`src/rtl/smul_pkg.sv`:
```
package smul_pkg;
    localparam int OP_W   = 8;
    localparam int PROD_W = 2 * OP_W;
    localparam int IDX_W  = $clog2(OP_W);

    typedef enum logic {
        ST_IDLE = 1'b0,
        ST_RUN  = 1'b1
    } mul_state_e;

    typedef struct packed {
        logic [OP_W-1:0] a;
        logic [OP_W-1:0] b;
        logic            a_sgn;
        logic            b_sgn;
    } opnd_t;
endpackage

```
`src/rtl/smul_ctrl.sv`:
```
module smul_ctrl
    import smul_pkg::*;
#(
    parameter int N_TERMS = OP_W,
    localparam int IW = $clog2(N_TERMS)
) (
    input  logic          clk,
    input  logic          rst,
    input  logic          start,
    output logic          accept,
    output logic          busy,
    output logic          done,
    output logic [IW-1:0] step,
    output logic          last
);
    localparam logic [IW-1:0] LAST_IDX = IW'(N_TERMS - 1);

    typedef struct packed {
        mul_state_e    st;
        logic [IW-1:0] idx;
        logic          done;
    } ctrl_t;

    ctrl_t ctrl_d, ctrl_q;

    always_comb begin
        ctrl_d      = ctrl_q;
        ctrl_d.done = 1'b0;
        accept      = (ctrl_q.st == ST_IDLE) && start;
        case (ctrl_q.st)
            ST_IDLE: begin
                if (start) begin
                    ctrl_d.st  = ST_RUN;
                    ctrl_d.idx = '0;
                end
            end
            ST_RUN: begin
                if (ctrl_q.idx == LAST_IDX) begin
                    ctrl_d.st   = ST_IDLE;
                    ctrl_d.done = 1'b1;
                end else begin
                    ctrl_d.idx = ctrl_q.idx + 1'b1;
                end
            end
            default: ctrl_d.st = ST_IDLE;
        endcase
    end

    always_ff @(posedge clk) begin
        if (rst) begin
            ctrl_q.st   <= ST_IDLE;
            ctrl_q.idx  <= '0;
            ctrl_q.done <= 1'b0;
        end else begin
            ctrl_q <= ctrl_d;
        end
    end

    assign busy = (ctrl_q.st == ST_RUN);
    assign done = ctrl_q.done;
    assign step = ctrl_q.idx;
    assign last = busy && (ctrl_q.idx == LAST_IDX);
endmodule

```
`src/rtl/smul_ppgen.sv`:
```
module smul_ppgen
    import smul_pkg::*;
(
    input  logic [OP_W-1:0]   a,
    input  logic [OP_W-1:0]   b,
    input  logic              a_sgn,
    input  logic              b_sgn,
    input  logic [IDX_W-1:0]  step,
    output logic [PROD_W-1:0] term,
    output logic              negate
);
    localparam logic [IDX_W-1:0] TOP_IDX = IDX_W'(OP_W - 1);

    logic              sel_bit;
    logic [PROD_W-1:0] b_ext;
    logic [PROD_W-1:0] masked;

    assign sel_bit = a[step];

    always_comb begin
        if (b_sgn) b_ext = {{OP_W{b[OP_W-1]}}, b};
        else       b_ext = {{OP_W{1'b0}}, b};
    end

    for (genvar g = 0; g < PROD_W; g++) begin : g_mask
        assign masked[g] = b_ext[g] & sel_bit;
    end

    assign term   = masked << step;
    assign negate = a_sgn && (step == TOP_IDX);
endmodule

```
`src/rtl/smul_accum.sv`:
```
module smul_accum
    import smul_pkg::*;
(
    input  logic              clk,
    input  logic              rst,
    input  logic              clear,
    input  logic              en,
    input  logic              last,
    input  logic              negate,
    input  logic [PROD_W-1:0] term,
    output logic [PROD_W-1:0] product
);
    typedef struct packed {
        logic [PROD_W-1:0] acc;
        logic [PROD_W-1:0] prod;
    } acc_t;

    acc_t acc_d, acc_q;
    logic [PROD_W-1:0] sum;

    always_comb begin
        acc_d = acc_q;
        sum   = negate ? (acc_q.acc - term) : (acc_q.acc + term);
        if (clear) begin
            acc_d.acc = '0;
        end else if (en) begin
            acc_d.acc = sum;
            if (last) acc_d.prod = sum;
        end
    end

    always_ff @(posedge clk) begin
        if (rst) begin
            acc_q.acc  <= '0;
            acc_q.prod <= '0;
        end else begin
            acc_q <= acc_d;
        end
    end

    assign product = acc_q.prod;
endmodule

```
`src/rtl/shift_add_mul.sv`:
```
module shift_add_mul
    import smul_pkg::*;
(
    input  logic              clk,
    input  logic              rst,
    input  logic              start,
    input  logic [OP_W-1:0]   op_a,
    input  logic [OP_W-1:0]   op_b,
    input  logic              a_signed,
    input  logic              b_signed,
    output logic              busy,
    output logic              done,
    output logic [PROD_W-1:0] product
);
    opnd_t opnd_d, opnd_q;

    logic              accept;
    logic              last;
    logic [IDX_W-1:0]  step;
    logic [PROD_W-1:0] term;
    logic              negate;

    always_comb begin
        opnd_d = opnd_q;
        if (accept) begin
            opnd_d.a     = op_a;
            opnd_d.b     = op_b;
            opnd_d.a_sgn = a_signed;
            opnd_d.b_sgn = b_signed;
        end
    end

    always_ff @(posedge clk) begin
        if (rst) opnd_q <= '0;
        else     opnd_q <= opnd_d;
    end

    smul_ctrl #(.N_TERMS(OP_W)) u_ctrl (
        .clk    (clk),
        .rst    (rst),
        .start  (start),
        .accept (accept),
        .busy   (busy),
        .done   (done),
        .step   (step),
        .last   (last)
    );

    smul_ppgen u_ppgen (
        .a      (opnd_q.a),
        .b      (opnd_q.b),
        .a_sgn  (opnd_q.a_sgn),
        .b_sgn  (opnd_q.b_sgn),
        .step   (step),
        .term   (term),
        .negate (negate)
    );

    smul_accum u_accum (
        .clk     (clk),
        .rst     (rst),
        .clear   (accept),
        .en      (busy),
        .last    (last),
        .negate  (negate),
        .term    (term),
        .product (product)
    );
endmodule

```
`config.mk`:
```
export PLATFORM = sky130hd
export DESIGN_NAME = shift_add_mul
export DESIGN_NICKNAME = d
export VERILOG_FILES = /design/src/rtl/smul_pkg.sv /design/src/rtl/smul_ctrl.sv /design/src/rtl/smul_ppgen.sv /design/src/rtl/smul_accum.sv /design/src/rtl/shift_add_mul.sv
export SDC_FILE = /design/constraint.sdc
export NUM_CORES = 1
export LEC_CHECK = 0
export BUFFER_PORTS_ARGS = -buffer_cell sky130_fd_sc_hd__buf_2
export CAP_MARGIN = 20
export CORE_ASPECT_RATIO = 1.75
export CORE_MARGIN = 2
export CORE_UTILIZATION = 35
export DETAILED_ROUTE_END_ITERATION = 16
export PLACE_DENSITY_LB_ADDON = 0.2
export SYNTH_ARGS = -nofsm -noshare
export SYNTH_HDL_FRONTEND = slang
export SYNTH_SLANG_ARGS = --single-unit
export TNS_END_PERCENT = 50
```
`constraint.sdc`:
```
create_clock -name clk -period 4.4 [get_ports clk]
set_input_delay 0.88 -clock clk [delete_from_list [all_inputs] [get_ports clk]]
set_output_delay 0.88 -clock clk [all_outputs]
set_load 0.005 [all_outputs]
```
After elaboration in Yosys (flattened, before gate mapping)
Index checks and enable logic that the tools add are counted.
{ "totals": {"ff_bits": 55, "latch_bits": 0, "ramBits": 0, "mem_bits_ro": 0, "in_bits": 21, "output_inout_bits": 18, "elab_cells": 51, "memories": 0} }
{ "op_classes": {"n_addsub": 3, "n_mul": 0, "div": 0, "n_lt_le_gt_ge": 1, "eq_ne": 3, "shifts": 1, "muxes": 9, "bitwise_logic": 18, "reduce_logical": 7} }
{ "ops": {"columns": ["cell", "n"], "rows": [
  ["two-way mux 16 bit", 2],
  ["adder 16 bit", 1],
  ["bitwise AND 1 bit", 16],
  ["<< shifter 16 x 3 -> 16 bit", 1],
  ["subtractor 16 bit", 1],
  ["one-hot mux 4 bit (2 select lines)", 1],
  ["less-than comparator 3 x 4 -> 1 bit (second input constant)", 1],
  ["two-way mux 4 bit", 1],
  ["inequality test 2 bit (second input constant)", 2],
  ["OR reduction 2 bit", 2],
  ["adder 3 x 1 -> 3 bit (second input constant)", 1],
  ["binary-select mux 1 bit (select 3 bit)", 1],
  ["equality test 3 bit (second input constant)", 1],
  ["logical AND 1 bit", 3],
  ["two-way mux 1 bit", 3],
  ["two-way mux 3 bit", 1],
  ["AND reduction 3 bit", 1],
  ["inverter 1 bit", 2],
  ["AND reduction 2 bit", 1]
]} }

Longest topological paths before layout
Gate-level depths: netlist (run 1).
{ "logic_depth": {"ltp_word": 6, "mapped_depth": 20, "ltp_nobuf": 18} }

By module
Synthesis (run 1) repeated with hierarchy kept, for this count alone.
{ "hier_totals": {"cells_unflattened": 483, "hier_area_um2": 4017.6} }
{ "modules_own_cells": {"columns": ["module", "n_inst", "cells_each", "area_each_um2", "seq_area_each_um2"], "rows": [
  ["smul_accum", 1, 316, 2516.2, 640.6],
  ["shift_add_mul", 1, 58, 649.4, 360.3],
  ["smul_ppgen", 1, 86, 625.6, 0.0],
  ["smul_ctrl", 1, 23, 226.5, 100.1]
]} }

Worst setup path before layout (run 1)
Ideal clock, no wire load.
{ "synth_timing": {"path_kind": "reg-to-reg", "from": "reg u_ctrl.ctrl_q, in the netlist u_ctrl.step[2]", "to": "reg u_accum.acc_q[31] (netlist name)", "setup_ns": 0.062, "t_arrival_ns": 4.177, "required_ns": 4.338, "setup_slack_ns": 0.161, "path_stages_with_launch": 20, "n_path_buf": 4, "period_less_slack_ns": 4.239, "path_cell_list": "dfxtp_1 > buf_1 > clkbuf_1 > buf_1 > clkbuf_1 > nand2b_1 > ha_1 > nand2b_1 > o21ai_0 > xnor2_1 > nor2_1 > a21oi_1 > ha_1 > o311a_1 > o2111ai_1 > a31oi_1 > a31oi_1 > o21ai_0 > or4_1 > nand3_1"} }
{ "synth_via": {"elab_chain_cells": 6, "elab_cells_between_ends": 24, "classes_between": "2 x add/sub; 1 x eq/ne; 1 x shift; 3 x mux; 16 x bitwise; 1 x reduce/logical"} }
{ "synth_lines": {"columns": ["element", "line_no", "rtl"], "rows": [
  ["start, declared", "smul_ctrl.sv:24", "ctrl_t ctrl_d, ctrl_q;"],
  ["start signal, assigned", "smul_ctrl.sv:55", "ctrl_q <= ctrl_d;"],
  ["binary-select mux 1 bit (select 3 bit)", "smul_ppgen.sv:18", "assign sel_bit = a[step];"],
  ["two-way mux 1 bit (not written as such)", "smul_ppgen.sv:18", null],
  ["bitwise AND 1 bit", "smul_ppgen.sv:26", "assign masked[g] = b_ext[g] & sel_bit;"],
  ["<< shifter 16 x 3 -> 16 bit", "smul_ppgen.sv:29", "assign term = masked << step;"],
  ["adder 16 bit or subtractor 16 bit (tied branches)", "smul_accum.sv:23", "sum = negate ? (acc_q.acc - term) : (acc_q.acc + term);"],
  ["two-way mux 16 bit *", "smul_accum.sv:23", null],
  ["end, declared", "smul_accum.sv:18", "acc_t acc_d, acc_q;"]
]} }
Mark *: on every way between the ends. The rest lies on a longest branch, timed or not. The select of a mux whose other input is x is not followed.
A chain may end at the register's enable or synchronous reset.

Final worst setup path (run 1)
{ "layout_timing": {"from": "reg u_ctrl.ctrl_q, in the netlist u_ctrl.step[0]", "to": "reg u_accum.acc_q[30] (netlist name)"} }
The elaborated chain is that of the path after synthesis.

==> run metrics, run 1 <==
Inst Count DP 654; Crit Path Class flip-flop to flip-flop; worst setup margin 220.1 ps; YS warnings 0; via count 3544; CP top delay family simple AND/OR/NAND/NOR gates; initial antenna violation count 0; min-delay worst type flip-flop to flip-flop; Yosys cell types 56; Hold Vio Cnt, Final 0; Buffers & Inverters on Critical Path 0; clock sinks 55; post-synthesis register bit count 55; sequential fraction of the synthesis area 27.67%; initial core utilization 35.84%; setup bufs post-CTS 0; total track usage 17.63%; Cells after Synth 502; gpl congestion 0.8576; core box area 11100 sq um; Synth-to-Final Area Change 12.33%; via/cell ratio 5.353; CP required 4650 ps; Max Cap Viol 0; status finished clean; Die Area 12270 sq um; Yosys top cell by area dfxtp_1; post-synthesis net count 542; share of post-route cells with drive strength above 1 19.25%; DRT iter0 DRCs 108; reg2reg setup slack 220 ps; Finished Core Util 40.25%; DP Area 4292 sq um; DRC 0; grt ovf 0; asr flop ratio synth 0%; Avg Cell Area, Syn 7.926 sq um; DRT Pass-1 Iters 4; Final Instance Area 4469 sq um; dpl hpwl 8361 um; worst slack, placed -109.9 ps; unrepaired setup endpoints after global routing false; PD cells 344.0 nW/um^2; Worst slew margin 45.86%; top_reg_cell synth dfxtp_1; Critical Path Source Type flip-flop; nets 569; ANT nets after route 0; most frequent cells in the layout 88 x nand2_1, 52 x a21oi_1, 51 x dfxtp_1; Non-Filler Instances 662; Wirelength per Cell 15.99 um; FP Rows 51; # fillers 1200; CP Cell Sequence mux4_2 > a32oi_4 > a32oi_1 > nand2b_4 > or3b_4 > o21ai_2 > a31oi_1 > xnor2_1 > ha_1 > or3_1 > or3_1 > a41o_1 > or3_1 > nand3_1; Slew Viols, Final 0; cell repeated most along the worst path or3_1; CTS root buffer clkbuf_16; min cycle time layout 4180 ps; Die X 84.60 um; CTS tree done; fmax 0.2392 GHz; area of the mapped netlist 3979 sq um; Area contributors post-synth dfxtp_1 28%, nand2_1 8.3%, a21oi_1 6.7%; Worst setup EP type flip-flop; number of global-route vias before repair 3656; Clock Latency Late Sink 300 ps; Tcrit/Tclk final 95.00%; I/O Pins 39; CTS Buf Count 5; CP max stage cell mux4_2; H-tree Lvls 2; peak supply drop 0.1708 mV; slew of the pin with the lowest slew margin 812.1 ps; commonest non-fill, non-tap cell in the layout nand2_1; slowest stage delay, CP 610 ps; largest net degree at the start of global routing 44; Worst Path Max Fanout 7; skew final 9.054 ps; worst path arrival time 4430 ps; LEAKAGE 1.772 nW; routed wire length 10580 um; Clock transition at path regs 80 ps; clock tree buffer depth 2; first-pass GRT wire length 17540 um; Final setup viols 0; Port Buf Inserts 38; Die Height 145.0 um; Synth top area share 27.67%; Inserted Diodes 0; EDFF count, synth 0
## worst min-delay path, cell delays in order (launching register included)
cell,delay (ps)
dfxtp_1,310
nand2_1,50
a21oi_1,50
## worst paths after layout
kind | start | end | depth (start not counted)
hold / removal | u_accum.product[1] | u_accum.product[1] | 2
setup reg to reg | u_ctrl.step[0] | u_accum.acc_q[30] | 14
hold reg to reg | u_accum.product[1] | u_accum.product[1] | 2
setup / recovery | u_ctrl.step[0] | u_accum.acc_q[30] | 14
## power breakdown
part	switching [mW]	internal, mW
registers	0.0301	0.526
clock network	0.205	0.217
logic	0.304	0.256
## cell usage after synthesis, drive strengths merged, types with 2 or more instances
master,count
nor4b,2
inv,5
o2111ai,2
or3,5
mux4,7
xor2,6
mux2,8
a31oi,8
a211oi,8
clkbuf,18
a32oi,3
o31a,2
or2,3
o21ai,17
xnor2,20
buf,26
nand2b,10
nand3,14
nor3,8
a311oi,2
a21o,5
ha,18
a21oi,53
and3b,3
a41oi,2
o21a,4
nand3b,4
dfxtp,55
and2,5
and3,2
nand2,88
nor2,38
nor2b,11
mux2i,18
o22a,2
o211ai,2
nor3b,5
## kinds of logic (layout without fill, tap and decap cells)
kind of cell	Yosys count	count (layout)	share of synthesized area, %
multiplexers	33	33	11.13
buffers and inverters	50	78	6.541
flip-flops	55	55	27.67
adder cells (fa/ha/maj)	19	19	6.164
AND/OR/NAND/NOR	203	203	24.40
AO/OA/AOI/OAI	116	116	18.37
XOR/XNOR	26	26	5.723
## timing repair
| item | in CTS | in global routing |
|---|---|---|
| resized for setup | 2 | 16 |
| pin swaps | 0 | 1 |
| hold buffers | 0 | 0 |
| setup endpoints to repair | 4 | 6 |
## metal layers
layer / vias to the layer above / track usage [%] / wire (um)
met4: 0 / 7.063 / 310
li1: 1814 / - / -
met1: 1658 / 17.41 / 3925
met2: 48 / 35.71 / 6192
met5: - / 0 / 0
met3: 24 / 1.763 / 156
## through the flow
step	hold slack, ps	setup TNS [ps]	total power [mW]
after floorplan	436.7	0	0.9669
after global placement	440.9	-4.662	1.113
after detailed placement	445.1	-309.4	1.117
after CTS	456.3	0	1.545
after global routing	463.9	0	1.638
final	454.2	0	1.538
## registers in the layout (all words and copies together) (netlist names)
register,flops
u_ctrl.busy,1
opnd_q,18
u_ctrl.step,3
u_accum.product,16
u_ctrl.done,1
u_accum.acc_q,16
## area by class of cell
class / count / area [sq um] / share of cell area [%]
Multi-Input combinational cell: 397 / 2636 / 58.99
Timing Repair Buffer: 64 / 385.4 / 8.623
Sequential cell: 55 / 1109 / 24.80
Tap cell: 132 / 165.2 / 3.695
Clock inverter: 3 / 26.28 / 0.5879
Inverter: 6 / 22.52 / 0.5039
Clock buffer: 5 / 125.1 / 2.800
Power figures use the tool's default switching activity.
==> run 2: changes to the inputs <==
--- a/config.mk
+++ b/config.mk
@@ -9,7 +9,7 @@
 export CAP_MARGIN = 20
 export CORE_ASPECT_RATIO = 1.75
 export CORE_MARGIN = 2
-export CORE_UTILIZATION = 35
+export CORE_UTILIZATION = 54
 export DETAILED_ROUTE_END_ITERATION = 16
 export PLACE_DENSITY_LB_ADDON = 0.2
 export SYNTH_ARGS = -nofsm -noshare
==> constraint.sdc (replaced) <==
create_clock -name clk -period 4.4 [get_ports clk]
set_input_delay 0.22 -clock clk [delete_from_list [all_inputs] [get_ports clk]]
set_output_delay 0.22 -clock clk [all_outputs]
set_load 0.005 [all_outputs]
==> run metrics, run 2 (synthesis gave the netlist of run 1 again) <==
Clock Latency Late Sink 300 ps (about the same); CTS Buf Count 5 (unchanged); DRT Pass-1 Iters 4 (unchanged); Inserted Diodes 0 (unchanged); Final setup viols 0 (unchanged); Inst Count DP 605 (was 654); Max Cap Viol 0 (unchanged); CP required 4650 ps (about the same); Synth-to-Final Area Change 10.41% (was 12.33%); commonest non-fill, non-tap cell in the layout nand2_1 (unchanged); largest net degree at the start of global routing 44 (unchanged); routed wire length 9919 um (was 10580 um); Clock transition at path regs 80 ps (about the same); Worst Path Max Fanout 10 (was 7); worst r2r src u_ctrl.step[0] (unchanged); Non-Filler Instances 614 (was 662); unrepaired setup endpoints after global routing false (unchanged); highest routed layer met4 (unchanged); worst path arrival time 4430 ps (about the same); slew of the pin with the lowest slew margin 774.1 ps (was 812.1 ps); most frequent cells in the layout 88 x nand2_1, 53 x a21oi_1, 53 x dfxtp_1 (was 88 x nand2_1, 52 x a21oi_1, 51 x dfxtp_1); Die X 68.89 um (was 84.60 um); Critical Path Start u_ctrl.step[0] (unchanged); Critical Path Source Type flip-flop (unchanged); Setup Total Neg Slack 0 ps (unchanged); CTS tree done (unchanged); DRT iter0 DRCs 147 (was 108); total track usage 25.73% (was 17.63%); met3 WL 334 um (was 156 um); dpl hpwl 7738 um (was 8361 um); Register Area 1106 sq um (was 1109 sq um); initial core utilization 55.40% (was 35.84%); Port Buf Inserts 38 (unchanged); max reg flops 18 (unchanged); grt ovf 0 (unchanged); min-delay worst type input pin to flip-flop (was flip-flop to flip-flop); hold_buf cts 0 (unchanged); H-tree Lvls 2 (unchanged); ANT nets after route 0 (unchanged); gpl congestion 0.9961 (was 0.8576); PD cells 348.2 nW/um^2 (was 344.0 nW/um^2); status finished clean (unchanged); hold_sp op_b[0] (was u_accum.product[1]); I/O Pins 39 (unchanged); Die Height 117.6 um (was 145.0 um); Crit Path Class flip-flop to flip-flop (unchanged); Wirelength per Cell 16.15 um (was 15.99 um); number of global-route vias before repair 3511 (was 3656); min cycle time layout 4184 ps (was 4180 ps); Worst setup EP type flip-flop (unchanged); nets 567 (was 569); fmax 0.2390 GHz (was 0.2392 GHz); Hold Vio Cnt, Final 0 (unchanged); CTS root buffer clkbuf_16 (unchanged); M1 WL 3528 um (was 3925 um); WHS 150.1 ps (was 454.2 ps); routed length on met2 5570 um (was 6192 um); clock sinks 55 (unchanged); LEAKAGE 1.768 nW (was 1.772 nW); largest reg by FF count opnd_q (unchanged); share of post-route cells with drive strength above 1 17.80% (was 19.25%); Slew Viols, Final 0 (unchanged); FP Rows 41 (was 51); Tcrit/Tclk final 95.09% (was 95.00%); Die Area 8097 sq um (was 12270 sq um); first-pass GRT wire length 16070 um (was 17540 um); initial antenna violation count 0 (unchanged); via count 3668 (was 3544); via/cell ratio 5.974 (was 5.353); core box area 7182 sq um (was 11100 sq um); skew final 5.916 ps (was 9.054 ps); DRC 0 (unchanged); clock tree buffer depth 2 (unchanged); Worst slew margin 48.40% (was 45.86%); area of the multi-input gates 2634 sq um (was 2636 sq um); peak supply drop 0.2114 mV (was 0.1708 mV); # fillers 674 (was 1200)
run 2: repair_timing:
| item | 4_1_cts | 5_1_grt |
|---|---|---|
| gates resized for setup | 2 | 7 |
| setup endpoints to repair | 4 | 4 |
| setup buffers | 0 | 1 |
| pin swaps | 0 | 1 |
run 2: path summary, 6_finish.rpt:
path              slack, ps                 end  cells after the start
setup / recovery        220   u_accum.acc_q[30]                     14
hold / removal          150           opnd_q[2]                      3
setup reg to reg        220   u_accum.acc_q[30]                     14
hold reg to reg         450  u_accum.product[8]                      2
run 2: per-layer routing:
layer | GRT usage (%) | vias to the layer above
met5 | 0 | -
met4 | 13.60 | 0
met3 | 4.015 | 43
met2 | 48.32 | 117
met1 | 24.83 | 1693
li1 | - | 1815
run 2: metrics by stage:
step                power, mW  cell area, sq um  worst slack [ps]  util (%)
floorplan              0.9669              3979             161.4         -
global placement        1.094              4212            -8.972     58.64
detailed placement      1.107              4212            -129.2     58.64
CTS                     1.522              4365             80.27     60.78
global route            1.617              4393             1.487     61.17
finish                  1.530              4393             216.1     61.17
run 2: area by class of cell:
cell class | count | share of cell area (%)
Inverter | 6 | 0.5127
Sequential cell | 55 | 25.18
Clock inverter | 3 | 0.6266
Multi-Input combinational cell | 397 | 59.95
Clock buffer | 5 | 2.848
Timing Repair Buffer | 62 | 8.431
Tap cell | 86 | 2.449
run 2: power by group:
part	switching, mW	internal (mW)	leakage, nW	total, mW
sequential	0.0311	0.526	0.449	0.557
clock	0.197	0.216	0.0719	0.414
combinational	0.303	0.255	1.25	0.559
total	0.532	0.998	1.77	1.53
run 2: critical path, stage by stage, from the launching register on:
cell and delay [ps]:
dfxtp_4 410, mux4_2 600, a32oi_4 280, a32oi_1 150, nand2b_4 160, or3b_4 400
o21ai_2 200, a31oi_1 120, xnor2_1 140, ha_1 220, or3_1 350, or3_1 360
a41o_1 300, or3_1 350, nand3_1 80
